`src/rtl/mstep_pkg.sv`:
```
package mstep_pkg;

    localparam int POS_W   = 5;
    localparam int MAG_W   = 8;
    localparam int OFF_W   = POS_W - 2;
    localparam int IDX_W   = OFF_W + 1;
    localparam int QSTEPS  = 1 << OFF_W;
    localparam int NPHASE  = 2;

    typedef logic [POS_W-1:0] pos_t;
    typedef logic [MAG_W-1:0] mag_t;

    localparam pos_t HOME_POS = pos_t'(QSTEPS / 2);
    localparam pos_t QUARTER  = pos_t'(QSTEPS);

    typedef enum logic [1:0] {
        RES_FULL    = 2'b00,
        RES_QUARTER = 2'b01,
        RES_HALF    = 2'b10,
        RES_EIGHTH  = 2'b11
    } res_t;

    typedef struct packed {
        mag_t mag;
        logic pol;
    } phase_t;

    function automatic mag_t quarter_wave(logic [IDX_W-1:0] k);
        case (k)
            4'd0:    return 8'd0;
            4'd1:    return 8'd50;
            4'd2:    return 8'd98;
            4'd3:    return 8'd142;
            4'd4:    return 8'd180;
            4'd5:    return 8'd212;
            4'd6:    return 8'd236;
            4'd7:    return 8'd250;
            default: return 8'd255;
        endcase
    endfunction

    function automatic phase_t sine_of(pos_t p);
        phase_t r;
        logic [IDX_W-1:0] off;
        off = {1'b0, p[OFF_W-1:0]};
        if (p[OFF_W])
            off = IDX_W'(QSTEPS) - off;
        r.mag = quarter_wave(off);
        r.pol = ~p[POS_W-1];
        return r;
    endfunction

    function automatic pos_t stride_of(res_t r);
        case (r)
            RES_FULL:    return pos_t'(QSTEPS);
            RES_HALF:    return pos_t'(QSTEPS / 2);
            RES_QUARTER: return pos_t'(QSTEPS / 4);
            default:     return pos_t'(1);
        endcase
    endfunction

    function automatic pos_t snap_full(pos_t p, logic fwd);
        pos_t t;
        if (fwd)
            t = p + HOME_POS;
        else
            t = p - HOME_POS - pos_t'(1);
        t = t & ~pos_t'(QSTEPS - 1);
        return t + HOME_POS;
    endfunction

endpackage

```
`src/rtl/mstep_edge.sv`:
```
module mstep_edge (
    input  logic clk,
    input  logic rst,
    input  logic sig_in,
    output logic rise
);
    logic sig_q;

    always_ff @(posedge clk) begin
        if (rst)
            sig_q <= 1'b1;
        else
            sig_q <= sig_in;
    end

    assign rise = sig_in & ~sig_q;
endmodule

```
`src/rtl/mstep_position.sv`:
```
module mstep_position
    import mstep_pkg::*;
(
    input  logic clk,
    input  logic rst,
    input  logic advance,
    input  logic fwd,
    input  res_t res,
    output pos_t pos
);
    pos_t pos_q;
    pos_t pos_next;

    always_comb begin
        pos_next = pos_q;
        if (advance) begin
            if (res == RES_FULL)
                pos_next = snap_full(pos_q, fwd);
            else if (fwd)
                pos_next = pos_q + stride_of(res);
            else
                pos_next = pos_q - stride_of(res);
        end
    end

    always_ff @(posedge clk) begin
        if (rst)
            pos_q <= HOME_POS;
        else
            pos_q <= pos_next;
    end

    assign pos = pos_q;
endmodule

```
`src/rtl/mstep_phase.sv`:
```
module mstep_phase
    import mstep_pkg::*;
#(
    parameter pos_t OFFSET = '0
) (
    input  pos_t   pos,
    output phase_t phase
);
    pos_t shifted;

    assign shifted = pos + OFFSET;
    assign phase   = sine_of(shifted);
endmodule

```
`src/rtl/mstep_indexer.sv`:
```
module mstep_indexer
    import mstep_pkg::*;
(
    input  logic             clk,
    input  logic             rst,
    input  logic             step_in,
    input  logic             dir_fwd,
    input  logic [1:0]       res_sel,
    input  logic             enable,
    output logic [MAG_W-1:0] mag_a,
    output logic             pol_a,
    output logic [MAG_W-1:0] mag_b,
    output logic             pol_b,
    output logic             home
);
    logic   step_rise;
    pos_t   pos;
    phase_t phases [NPHASE];

    mstep_edge u_edge (
        .clk    (clk),
        .rst    (rst),
        .sig_in (step_in),
        .rise   (step_rise)
    );

    mstep_position u_pos (
        .clk     (clk),
        .rst     (rst),
        .advance (step_rise & enable),
        .fwd     (dir_fwd),
        .res     (res_t'(res_sel)),
        .pos     (pos)
    );

    for (genvar g = 0; g < NPHASE; g++) begin : g_phase
        mstep_phase #(.OFFSET(pos_t'(g * QSTEPS))) u_phase (
            .pos   (pos),
            .phase (phases[g])
        );
    end

    assign mag_a = phases[0].mag;
    assign pol_a = phases[0].pol;
    assign mag_b = phases[1].mag;
    assign pol_b = phases[1].pol;
    assign home  = (pos == HOME_POS);
endmodule

```
`config.mk`:
```
export PLATFORM = sky130hd
export DESIGN_NAME = mstep_indexer
export DESIGN_NICKNAME = d
export VERILOG_FILES = /design/src/rtl/mstep_pkg.sv /design/src/rtl/mstep_edge.sv /design/src/rtl/mstep_position.sv /design/src/rtl/mstep_phase.sv /design/src/rtl/mstep_indexer.sv
export SDC_FILE = /design/constraint.sdc
export NUM_CORES = 1
export LEC_CHECK = 0
export CORE_MARGIN = 2
export CORE_UTILIZATION = 40
export CTS_CLUSTER_DIAMETER = 80
export DETAILED_ROUTE_END_ITERATION = 6
export MAX_ROUTING_LAYER = met4
export PLACE_DENSITY_LB_ADDON = 0.3
export SYNTH_ARGS = -nofsm -noshare
export SYNTH_HDL_FRONTEND = slang
export SYNTH_HIERARCHICAL = 1
export SYNTH_SLANG_ARGS = --single-unit
```
`constraint.sdc`:
```
create_clock -name clk -period 4.6 [get_ports clk]
set_input_delay 0.46 -clock clk [delete_from_list [all_inputs] [get_ports clk]]
set_output_delay 0.46 -clock clk [all_outputs]
set_load 0.005 [all_outputs]
```
==> results.txt, run 1 <==
die width: 54.0 µm
dpl hpwl: 1.64 mm
Core ar.: 2410 µm²
final hold viol count: 0
synth unique cells: 46
io pins: 26
first-pass GRT wire length: 3.53 mm
vias per inst: 5.27
Synth Area in Adders: 24.6%
Top FF cell, synth: dfxtp_1
Die Ht: 54.0 µm
Max Cap Viol: 0
TritonRoute pass-1 iters: 4
RSZ-0062 raised after global routing: no
crit path time final: 3.30 ns
async set-or-reset flop fraction in the synthesized netlist: 0%
gr ovfl total: 0
Clock Tree Buf Depth: 2
initial antenna violation count: 0
Core Rows: 18
Hold Path Class: reg -> reg
TritonCTS clock tree: built
Mapped Area: 998 µm²
Pleak: 0.000560 µW
Routed Wire Length: 2.12 mm
vias in the first global route: 831
DRC Markers: 0
Simple-Gate Fraction of Synth Area: 23.9%
Port Buffer Count: 25
Fin Clk Skew: 0.00577 ns
pre-CTS setup slack: 1.42 ns
ANT cells: 0
number of nets in the layout: 182
total number of H-tree levels: 1
Post-CTS Setup Inserts: 0
routability cong.: 0.829
crit share post-route: 71.7%
#FFs+latches synth: 6
Cells after Synth: 129
status: complete, no violations
CTS clock-pin slew for the worst setup and hold paths: 0.05 ns
GRT Util Overall: 16.3%
Avg WL per Cell: 11.5 µm
complex-gate fraction of the synthesized area: 22.1%
Power Density: 131 nW/µm²
CTS root buffer: clkbuf_4
Worst-Skew Late Latency: 0.24 ns
First DRT Iteration DRCs: 15
post-synthesis mux area share: 4.89%
critical path peak fanout: 17
Post-CTS Hold Buffers: 0
Area Growth Syn to Fin: 29.2%
post-route setup slack: 1.30 ns
Slew Limit Headroom: 63.6%
largest family of logic cells by synthesized area: adder cells
Die ar.: 2910 µm²
post-synthesis sequential area ratio: 12.0%
Crit. End Element: output port
TritonCTS Buffers: 3
setup total negative slack: 0 ns
fin. max-slew vios: 0
XOR/XNOR Fraction of Synth Area: 4.26%
Antenna Violating Nets Remaining: 0
Final setup viols: 0
# resized after CTS: 0
Sink Count: 6
Vias: 970
starting density of the core: 41.4%
critical path arrival: 2.84 ns
Fmax: 303 MHz
Worst Max-Slew Pin Slew: 0.546 ns
CP required: 4.14 ns
Crit Path Class: reg -> out
syn_nets: 155
Post-synth EDFFs: 0
Startpoint Class: flip-flop
largest net degree at the start of global routing: 18
VDD IR-drop max: 0.000179 V
ratio of cells with drive above 1 in the final layout: 11.0%
Syn Area/Cell: 7.74 µm²
Yosys Warn Count: 6
[registers in the layout, indices dropped and copies added, names as in the netlist]
name / flops
u_pos/pos: 5
u_edge/sig_q: 1
[cells by family after synthesis]
logic type,Yosys count
AND/OR/NAND/NOR,43
AO/OA/AOI/OAI,33
buffers and inverters,20
adder cells (fa/ha/maj),19
flip-flops,6
XOR/XNOR,4
multiplexers,4
[cell type report]
class                           count  area (µm²)
Clock buffer                        3        22.5
Timing Repair Buffer               25         250
Sequential cell                     6         120
Fill cell                         239        1120
Multi-Input combinational cell    103         796
Tap cell                           30        37.5
Inverter                           17        63.8
[stage by stage]
step                power, µW  util (%)  cells  area (µm²)  hold slack [ns]
finish                    169      53.5    184        1290            0.601
CTS                       172      53.5    184        1290            0.610
global placement          121      52.6    181        1270            0.563
floorplan                93.8         -    129         998            0.529
global route              186      53.5    184        1290            0.655
detailed placement        123      52.6    181        1270            0.597
[layout by cell type (no fill, tap or decap), drive strengths merged, types with 2 or more instances in the layout]
cell type	instances
dfxtp	6
a2bb2oi	2
nand3	5
nand2b	4
a21oi	4
and2	3
nand2	5
a211oi	2
inv	17
nor2	14
mux2	4
o21ai	10
o211ai	4
or3	3
clkbuf	3
nor2b	2
ha	18
a21o	2
clkdlybuf4s50	25
and3	3
xnor2	3
[where the power goes]
part | switching (µW) | leakage [µW] | internal, µW
Sequential | 3.19 | 0.0000488 | 53.6
Combinational | 28.3 | 0.000497 | 37.3
Clock | 17.6 | 0.0000138 | 29.4
Total | 49.1 | 0.000560 | 120
[Yosys cell counts (2+ instances only)]
library cell	n	area share (%)
a211oi_1	2	1.5
a21o_1	2	1.5
a21oi_1	4	2.0
a2bb2oi_1	2	1.8
and3_2	3	2.3
clkbuf_1	2	0.75
dfxtp_1	6	12
ha_1	18	23
inv_1	16	6.0
mux2_2	2	2.3
nand2_1	4	1.5
nand2b_1	3	1.9
nand3_1	5	2.5
nor2_1	13	4.9
nor2b_1	2	1.3
o211ai_1	4	3.0
o21ai_0	5	2.5
o21ai_1	5	2.5
or3_1	3	1.9
xnor2_1	2	1.8
[routing by layer]
metal,vias up,share of wire [%],GRT usage (%)
met3,0,4.8,2.50
li1,503,-,-
met4,0,0,2.56
met5,-,0,-
met1,441,45,20.4
met2,26,50,27.8
[worst max-delay path, stage by stage, from the launching register on]
cell	delay, ns
dfxtp_1	0.63
inv_1	0.20
ha_1	0.33
mux2_2	0.33
ha_1	0.28
mux2_4	0.27
nand2_2	0.06
clkdlybuf4s50_1	0.50
[final timing paths]
path / start / endpoint / slack, ns / cells after the start
setup / recovery: u_pos/pos[0] / mag_a[5] / 1.30 / 7
hold / removal: u_pos/pos[4] / u_pos/pos[4] / 0.60 / 2
setup reg to reg: u_pos/pos[0] / u_pos/pos[4] / 2.13 / 7
hold reg to reg: u_pos/pos[4] / u_pos/pos[4] / 0.60 / 2
Note: power is estimated with default switching activity, not from simulation.
==> inputs of run 2 (changes only) <==
Clock period 4.6 ns to 3.4 ns, I/O delays scaled along.
==> run 2 against run 1 <==
Design area up 1.2%. Wire length down 1.7%. Non-clock buffer count rose by 2. Count of clock-buffer cells in the layout did not move. Sequential power grew 34%. Clock power up 33%. Final cell count up 1.1%. Global-route usage grew 0.70 points. Sequential share of layout area decreased by 0.11 points. Core utilization grew 0.62 points. First-iteration DRC count fell by 27%. Die area unchanged. Largest cell class unchanged.
==> results.txt, run 2 (same netlist as run 1, synthesis figures left out) <==
post-route setup slack: 0.350 ns (was 1.30 ns)
Clock Tree Buf Depth: 2 (unchanged)
Worst-Skew Late Latency: 0.24 ns (about the same)
crit share post-route: 89.7%
starting density of the core: 41.4% (unchanged)
Routed Wire Length: 2.08 mm (was 2.12 mm)
worst path buffer plus inverter count: 2 (unchanged)
multi-input logic area: 796 µm² (unchanged)
Die Ht: 54.0 µm (unchanged)
# resized after CTS: 0 (unchanged)
Antenna Violating Nets Remaining: 0 (unchanged)
fill cell count: 236 (was 239)
Slew Limit Headroom: 66.2% (was 63.6%)
Fin Clk Skew: 0.000193 ns (was 0.00577 ns)
number of nets in the layout: 184 (was 182)
CP required: 3.06 ns (was 4.14 ns)
io pins: 26 (unchanged)
overall power: 228 µW (was 169 µW)
CP delay by family, top: buffers and inverters (unchanged)
VDD IR-drop max: 0.000294 V (was 0.000179 V)
ANT cells: 0 (unchanged)
Sink Count: 6 (unchanged)
Worst Max-Slew Pin Slew: 0.504 ns (was 0.546 ns)
Avg WL per Cell: 11.2 µm (was 11.5 µm)
fin. max-slew vios: 0 (unchanged)
crit path time final: 3.05 ns
CP max stage delay: 0.54 ns (was 0.63 ns)
die width: 54.0 µm (unchanged)
Vias: 999 (was 970)
Seq. cell area: 120 µm² (unchanged)
Crit Path Class: reg -> out (unchanged)
Core Rows: 18 (unchanged)
critical path arrival: 2.71 ns (was 2.84 ns)
TritonRoute pass-1 iters: 4 (unchanged)
Core ar.: 2410 µm² (unchanged)
routability cong.: 0.894 (was 0.829)
ratio of cells with drive above 1 in the final layout: 12.2% (was 11.0%)
First DRT Iteration DRCs: 11 (was 15)
most frequent cells in the layout: clkdlybuf4s50_1, ha_1, inv_1 (unchanged)
gr ovfl total: 0 (unchanged)
Power Density: 175 nW/µm² (was 131 nW/µm²)
Area Growth Syn to Fin: 30.7% (was 29.2%)
Crit. End Element: output port (unchanged)
Post-CTS Setup Inserts: 0 (unchanged)
final hold viol count: 0 (unchanged)
largest net degree at the start of global routing: 13 (was 18)
Fmax: 328 MHz
DRC Markers: 0 (unchanged)
setup total negative slack: 0 ns (unchanged)
TritonCTS clock tree: built (unchanged)
RSZ-0062 raised after global routing: no (unchanged)
Max Cap Viol: 0 (unchanged)
Post-CTS Hold Buffers: 0 (unchanged)
Die ar.: 2910 µm² (unchanged)
vias in the first global route: 927 (was 831)
Pleak: 0.000571 µW (was 0.000560 µW)
TritonCTS Buffers: 3 (unchanged)
Hold Path Class: reg -> reg (unchanged)
CTS root buffer: clkbuf_4 (unchanged)
vias per inst: 5.37 (was 5.27)
critical path peak fanout: 10 (was 17)
pre-CTS setup slack: 0.411 ns (was 1.42 ns)
Startpoint Class: flip-flop (unchanged)
first-pass GRT wire length: 3.65 mm (was 3.53 mm)
total number of H-tree levels: 1 (unchanged)
Final setup viols: 0 (unchanged)
critical path's most frequent cell: ha_1 (unchanged)
status: complete, no violations (unchanged)
Port Buffer Count: 25 (unchanged)
initial antenna violation count: 0 (unchanged)
GRT Util Overall: 17.0% (was 16.3%)
CTS clock-pin slew for the worst setup and hold paths: 0.04 ns (was 0.05 ns)
commonest non-fill, non-tap cell in the layout: clkdlybuf4s50_1 (unchanged)
dpl hpwl: 1.66 mm (was 1.64 mm)
max reg flops: 5 (unchanged)
worst path cell trace: inv_1 -> ha_1 -> mux2_2 -> ha_1 -> mux2_4 -> nand2_2 -> clkdlybuf4s50_1 (unchanged)
Slowest-stage cell, CP: dfxtp_1 (unchanged)
run 2: cell count changes in the layout (fill, tap and decap cells not counted), sizes merged:
cell | before | now
buf | 0 | 2
run 2: through the flow:
stage	utilization [%]	cells	cell area [µm²]	hold slack, ns
after floorplan	-	129	998	0.409
after global placement	53.2	183	1280	0.573
after detailed placement	53.2	183	1280	0.575
after CTS	54.2	186	1310	0.585
after global routing	54.2	186	1310	0.640
final	54.2	186	1310	0.589
run 2: final cells by class:
| type | count | area share [%] |
|---|---|---|
| repair buffers | 27 | 20.3 |
| multi-input cells | 103 | 61.0 |
| flip-flops and latches | 6 | 9.20 |
| well taps | 30 | 2.88 |
| clock buffers | 3 | 1.73 |
| inverters | 17 | 4.89 |
run 2: worst min-delay path, stage by stage, from the launching register on:
cell and delay [ns]:
dfxtp_1 0.34, nor2_1 0.10, mux2_1 0.12
run 2: worst paths after layout:
kind	endpoint	start	slack, ns	cells after the start
hold / removal	u_pos/pos[4]	u_pos/pos[4]	0.59	2
setup / recovery	mag_a[5]	u_pos/pos[0]	0.35	7
hold reg to reg	u_pos/pos[4]	u_pos/pos[4]	0.59	2
setup reg to reg	u_pos/pos[4]	u_pos/pos[0]	1.09	7
run 2: report_power, final:
group / internal (µW) / switching (µW) / leakage (µW) / total [µW]
Combinational: 50.8 / 38.8 / 0.000508 / 89.6
Clock: 39.7 / 22.7 / 0.0000138 / 62.4
Sequential: 72.6 / 3.42 / 0.0000488 / 76.0
run 2: per-layer routing:
metal	vias up	track usage, %	routed length (µm)
met4	0	3.42	0
met2	20	30.9	1120
met3	0	3.61	84
li1	508	-	-
met5	-	-	0
met1	471	18.9	875
